File: src/rtl/cam_ctrl_pkg.sv
package cam_ctrl_pkg;
  localparam int ADDR_W = 3;
  localparam int DATA_W = 16;
  localparam int AF_W   = 12;

  localparam logic [ADDR_W-1:0] A_FLAG  = 3'd0;
  localparam logic [ADDR_W-1:0] A_ERR   = 3'd1;
  localparam logic [ADDR_W-1:0] A_MASK  = 3'd2;
  localparam logic [ADDR_W-1:0] A_AFULL = 3'd3;

  localparam logic [DATA_W-1:0] FLAG_INIT  = 16'h001C;
  localparam logic [DATA_W-1:0] ERR_INIT   = 16'hFFFF;
  localparam logic [DATA_W-1:0] MASK_INIT  = 16'h0000;
  localparam logic [AF_W-1:0]   AFULL_INIT = 12'hFFF;

  typedef enum logic [1:0] {
    HS_IDLE   = 2'd0,
    HS_ACCESS = 2'd1,
    HS_ACK    = 2'd2
  } hs_state_e;

  typedef struct packed {
    logic              sel;
    logic              we;
    logic [ADDR_W-1:0] addr;
  } host_ctl_t;
endpackage

File: src/rtl/cam_sync.sv
module cam_sync #(
  parameter int W      = 1,
  parameter int STAGES = 2
) (
  input  logic         clk_i,
  input  logic         rst_ni,
  input  logic [W-1:0] d_i,
  output logic [W-1:0] q_o
);
  logic [W-1:0] stage_q [STAGES];

  always_ff @(posedge clk_i or negedge rst_ni) begin
    if (!rst_ni) begin
      for (int i = 0; i < STAGES; i++) stage_q[i] <= '0;
    end else begin
      stage_q[0] <= d_i;
      for (int i = 1; i < STAGES; i++) stage_q[i] <= stage_q[i-1];
    end
  end

  assign q_o = stage_q[STAGES-1];
endmodule

File: src/rtl/cam_hs_fsm.sv
module cam_hs_fsm
  import cam_ctrl_pkg::*;
(
  input  logic clk_i,
  input  logic rst_ni,
  input  logic sel_s_i,
  output logic access_o,
  output logic ack_o
);
  hs_state_e state_q, state_d;

  always_comb begin
    state_d = state_q;
    unique case (state_q)
      HS_IDLE:   if (sel_s_i) state_d = HS_ACCESS;
      HS_ACCESS: state_d = HS_ACK;
      HS_ACK:    if (!sel_s_i) state_d = HS_IDLE;
      default:   state_d = HS_IDLE;
    endcase
  end

  always_ff @(posedge clk_i or negedge rst_ni) begin
    if (!rst_ni) state_q <= HS_IDLE;
    else         state_q <= state_d;
  end

  assign access_o = (state_q == HS_ACCESS);
  assign ack_o    = (state_q == HS_ACK);
endmodule

File: src/rtl/cam_rst_seq.sv
module cam_rst_seq #(
  parameter int HOLD = 2
) (
  input  logic clk_i,
  input  logic rst_ni,
  input  logic sreset_i,
  output logic init_o,
  output logic clear_o
);
  localparam int CW = $clog2(HOLD + 1);

  logic [CW-1:0] cnt_q;
  logic          clear_q;

  // fire on the edge that sees the HOLD-th consecutive high sample
  assign init_o = sreset_i && (cnt_q == CW'(HOLD - 1));

  always_ff @(posedge clk_i or negedge rst_ni) begin
    if (!rst_ni) begin
      cnt_q   <= '0;
      clear_q <= 1'b0;
    end else begin
      clear_q <= init_o;
      if (!sreset_i)                cnt_q <= '0;
      else if (cnt_q != CW'(HOLD))  cnt_q <= cnt_q + 1'b1;
    end
  end

  assign clear_o = clear_q;
endmodule

File: src/rtl/cam_reg_file.sv
module cam_reg_file
  import cam_ctrl_pkg::*;
(
  input  logic              clk_i,
  input  logic              rst_ni,
  input  logic              init_i,
  input  logic              wr_en_i,
  input  logic [ADDR_W-1:0] addr_i,
  input  logic [DATA_W-1:0] wdata_i,
  output logic [DATA_W-1:0] rdata_o
);
  logic [DATA_W-1:0] flag_q, err_q, mask_q;
  logic [AF_W-1:0]   afull_q;

  always_ff @(posedge clk_i or negedge rst_ni) begin
    if (!rst_ni) begin
      flag_q  <= FLAG_INIT;
      err_q   <= ERR_INIT;
      mask_q  <= MASK_INIT;
      afull_q <= AFULL_INIT;
    end else if (init_i) begin
      flag_q  <= FLAG_INIT;
      err_q   <= ERR_INIT;
      mask_q  <= MASK_INIT;
      afull_q <= AFULL_INIT;
    end else if (wr_en_i) begin
      case (addr_i)
        A_FLAG:  flag_q  <= wdata_i;
        A_ERR:   err_q   <= wdata_i;
        A_MASK:  mask_q  <= wdata_i;
        A_AFULL: afull_q <= wdata_i[AF_W-1:0];
        default: ;
      endcase
    end
  end

  always_comb begin
    case (addr_i)
      A_FLAG:  rdata_o = flag_q;
      A_ERR:   rdata_o = err_q;
      A_MASK:  rdata_o = mask_q;
      A_AFULL: rdata_o = {{(DATA_W-AF_W){1'b0}}, afull_q};
      default: rdata_o = '0;
    endcase
  end
endmodule

File: src/rtl/cam_ctrl_port.sv
module cam_ctrl_port
  import cam_ctrl_pkg::*;
#(
  parameter int SYNC_STAGES = 2,
  parameter int RST_HOLD    = 2
) (
  input  logic              clk_i,
  input  logic              rst_ni,
  input  logic              sreset_i,
  input  logic              sel_i,
  input  logic              we_i,
  input  logic [ADDR_W-1:0] addr_i,
  input  logic [DATA_W-1:0] wdata_i,
  output logic [DATA_W-1:0] rdata_o,
  output logic              ack_o,
  output logic              clear_o
);
  localparam int CTL_W = $bits(host_ctl_t);

  host_ctl_t         ctl_raw, ctl_s;
  logic              access, init, wr_en, rd_q;
  logic [DATA_W-1:0] rf_rdata, rdata_q;

  assign ctl_raw = '{sel: sel_i, we: we_i, addr: addr_i};

  cam_sync #(.W(CTL_W), .STAGES(SYNC_STAGES)) u_sync (
    .clk_i (clk_i),
    .rst_ni(rst_ni),
    .d_i   (ctl_raw),
    .q_o   (ctl_s)
  );

  cam_hs_fsm u_fsm (
    .clk_i   (clk_i),
    .rst_ni  (rst_ni),
    .sel_s_i (ctl_s.sel),
    .access_o(access),
    .ack_o   (ack_o)
  );

  cam_rst_seq #(.HOLD(RST_HOLD)) u_rst (
    .clk_i   (clk_i),
    .rst_ni  (rst_ni),
    .sreset_i(sreset_i),
    .init_o  (init),
    .clear_o (clear_o)
  );

  // wdata_i is held by the handshake, so sampling it once sel is synced is safe
  assign wr_en = access && !ctl_s.we;

  cam_reg_file u_regs (
    .clk_i  (clk_i),
    .rst_ni (rst_ni),
    .init_i (init),
    .wr_en_i(wr_en),
    .addr_i (ctl_s.addr),
    .wdata_i(wdata_i),
    .rdata_o(rf_rdata)
  );

  always_ff @(posedge clk_i or negedge rst_ni) begin
    if (!rst_ni) begin
      rd_q    <= 1'b0;
      rdata_q <= '0;
    end else if (access) begin
      rd_q    <= ctl_s.we;
      rdata_q <= ctl_s.we ? rf_rdata : '0;
    end
  end

  assign rdata_o = (ack_o && rd_q) ? rdata_q : '0;
endmodule

File: config.mk
export PLATFORM = sky130hd
export DESIGN_NAME = cam_ctrl_port
export DESIGN_NICKNAME = d
export VERILOG_FILES = /design/src/rtl/cam_ctrl_pkg.sv /design/src/rtl/cam_sync.sv /design/src/rtl/cam_hs_fsm.sv /design/src/rtl/cam_rst_seq.sv /design/src/rtl/cam_reg_file.sv /design/src/rtl/cam_ctrl_port.sv
export SDC_FILE = /design/constraint.sdc
export NUM_CORES = 1
export LEC_CHECK = 0
export BUFFER_PORTS_ARGS = -buffer_cell sky130_fd_sc_hd__buf_2
export CORE_ASPECT_RATIO = 1.2
export CORE_MARGIN = 2
export CORE_UTILIZATION = 50
export DETAILED_ROUTE_END_ITERATION = 6
export GPL_TIMING_DRIVEN = 0
export PLACE_DENSITY = 0.81
export SLEW_MARGIN = 25
export SYNTH_ARGS = -nofsm -noshare
export SYNTH_HDL_FRONTEND = slang
export SYNTH_HIERARCHICAL = 1
export SYNTH_SLANG_ARGS = --single-unit
File: constraint.sdc
create_clock -name clk_i -period 2.1 [get_ports clk_i]
set_input_delay 0.21 -clock clk_i [delete_from_list [all_inputs] [get_ports clk_i]]
set_output_delay 0.21 -clock clk_i [all_outputs]
set_load 0.02 [all_outputs]
==> flow_metrics.tcl <==
set metrics [dict create \
    path_cells "inv_1 -> ha_1 -> and2_1 -> clkbuf_1 -> clkbuf_1 -> nor2_1 -> a21oi_1" \
    ys_seq_elements 92 \
    cts_buffers 9 \
    worstPathArrival_ns 2.25 \
    hold_path_class "in2reg" \
    ir_drop_uv 560 \
    cts-root-buf "clkbuf_8" \
    finalInstanceArea_sq_mm 0.00517 \
    final_common_cell "dfrtp_1" \
    rsz0062_at_grt "yes" \
    ant_nets 0 \
    crit_path_frequent_cell "clkbuf_1" \
    syn_to_final_growth_pct 16.8 \
    final_core_utilization 0.601 \
    required_ns 2.39 \
    max_cap_violations 0 \
    hpwl_microns 7060 \
    wl_per_cell_microns 17.2 \
    viasPerCell 5.49 \
    clk_latency_ns 0.36 \
    status "finished clean" \
    clock-sinks 92 \
    fin_skew_ns 0.00882 \
    grt_overflow 0 \
    track_usage 0.219 \
    leakagePower_nw 2.34 \
    synth_nets 439 \
    drtIter0Drc 353 \
    remaining_drc_errors 0 \
    path_class "reg2reg" \
    grt_pass1_vias 3412 \
    place_area_sq_mm 0.00481 \
    start_kind "flip-flop" \
    drive_above_1_share 0.343 \
    yosys_warnings 6 \
    core.rowCount 37 \
    r2r_slack_ns 0.14 \
    initial_core_util 0.514 \
    grt_max_degree 54 \
    dieHeight_microns 107 \
    synth.distinct_cells 39 \
    place_ws_ns -0.201 \
    n_antenna_cell 0 \
    crit_fanout 10 \
    nets 499 \
    wl_microns 10300 \
    timing.final.crit_share 0.932 \
    die_area_sq_mm 0.00963 \
    synth_area_per_cell_sq_um 10.7 \
    netlist_area_sq_mm 0.00443 \
    coreArea_sq_mm 0.00861 \
    cts_tree "done" \
    setup_viol 0 \
    synth.yosys.seq_area_share 0.529 \
    p_per_area_mw_per_mm2 1040 \
    vias 3269 \
    whs_ns 0.0906 \
    die_w_microns 89.9 \
    layout_common_cells "dfrtp_1, buf_2, a21oi_1, nand2_1" \
    worstMarginPinSlew_ns 0.606 \
    fill_cells 741 \
    end_kind "flip-flop" \
    clk_pin_slew_worst_paths_ns 0.09 \
    cts-htree-levels 3 \
    power_mw 5.37 \
    fin_ws_ns 0.143 \
    gp_congestion 0.862 \
    hold_viol 0 \
    clock.fmax_ghz 0.511 \
    grt_pass1_wl_microns 16600 \
    first_pass_iters 5 \
    slew_headroom 0.596 \
    antenna_found_initial 0 \
    period_needed_ns 1.96 \
    portBuffers 41 \
    slowest_delay_ns 0.45 \
    synthCells 413 \
    pin_count 42 \
    crit_slowest_cell "clkbuf_1" \
    cts.path.max_buffers 2 \
    maxSlewViolCount 0 \
]
==> sequential cells by signal, indices dropped and copies added (netlist names) <==
name            flops
rd_q                1
rdata_q            16
u_fsm/state_q       2
u_regs/afull_q     12
u_regs/err_q       16
u_regs/flag_q      16
u_regs/mask_q      16
u_rst/clear_o       1
u_rst/cnt_q         2
u_sync/q_o          5
u_sync/stage_q      5
==> cell usage after synthesis (all sizes together) <==
cell	instances	area [sq um]
clkbuf	10	37.5
nor2b	7	43.8
nor2	17	66.3
mux2i	24	240
a21o	1	7.51
inv	18	67.6
nor4bb	1	10.0
o21ai	16	140
dfrtp	61	1530
nor3b	1	7.51
o22ai	12	75.1
nand4bb	1	11.3
nor3	31	155
and4b	1	10.0
a21oi	47	235
buf	31	267
a22o	13	114
nor4b	1	23.8
and3	16	101
a21boi	1	11.3
ha	2	25.0
nand3	16	150
dfstp	31	815
and4bb	1	12.5
a211oi	8	60.1
and2b	1	10.0
or2	2	12.5
nand2	33	124
mux2	1	15.0
and2	2	12.5
nand2b	5	31.3
xnor2	1	8.76
==> metrics by stage <==
| step | cells | setup TNS, ns |
|---|---|---|
| final | 595 | 0 |
| after global routing | 595 | -0.000760 |
| after CTS | 594 | 0 |
| after detailed placement | 572 | -4.12 |
| after global placement | 571 | -1.87 |
| after floorplan | 413 | 0 |
==> power breakdown <==
part | switching [mW] | internal, mW
clock | 0.609 | 0.855
combinational | 0.840 | 0.631
sequential | 0.220 | 2.22
==> worst max-delay path: cells and delay by family, from the launching register on <==
family	cells	cell delay, ns
buf+inv	3	0.90
flops	1	0.41
simple gates	2	0.27
compound gates	1	0.17
fa+ha+maj	1	0.13
==> worst paths after layout <==
kind | startpoint | end | cells past startpoint
max | u_rst/cnt_q[1]$_DFFE_PN0P_ | u_regs/err_q[13]$_DFFE_PN1P_ | 7
min in group asynchronous | rst_ni | rdata_q[14]$_DFFE_PN0P_ | 2
max in group asynchronous | rst_ni | u_regs/afull_q[6]$_DFFE_PN1P_ | 3
max reg2reg | u_rst/cnt_q[1]$_DFFE_PN0P_ | u_regs/err_q[13]$_DFFE_PN1P_ | 7
min reg2reg | u_sync/stage_q[6]$_DFF_PN0_ | u_sync/q_o[1]$_DFF_PN0_ | 0
min | sreset_i | u_rst/cnt_q[0]$_DFFE_PN0P_ | 2
==> cell type report <==
cell class	instances	area, sq um	area share
clock buffer	12	155	0.0300
inverter	18	67.6	0.0131
timing repair buffer	51	322	0.0622
buffer	39	304	0.0588
clock inverter	4	95.1	0.0184
tap	117	146	0.0283
sequential	92	2340	0.453
multi-input combinational	262	1740	0.337
==> cells by family after synthesis <==
family                     after synthesis  synth area share
AOI/OAI and AO/OA                       98             0.145
xor gates and xnor gates                 1           0.00198
adders and majority gates                2           0.00565
buffers and inverters                   59            0.0839
DFF                                     92             0.529
muxes                                   25            0.0577
and+or+nand+nor                        136             0.177
==> timing repair <==
| item | in CTS | in global routing |
|---|---|---|
| hold buffers | 6 | 0 |
| cloned | 0 | 1 |
| pin swaps | 0 | 0 |
| gates resized for setup | 2 | 17 |
| buffers inserted | 1 | 1 |
| setup endpoints to repair | 35 | 51 |
| hold endpoints to repair | 32 | 0 |
==> layer usage <==
metal  part of all wire  global-route usage  up-vias
li1                   -                   -     1553
met1               0.42               0.275     1565
met2               0.50               0.369      124
met3              0.048              0.0302       27
met4              0.032               0.123        0
met5                  0                   0        -
(Power assumes the default switching activity.)
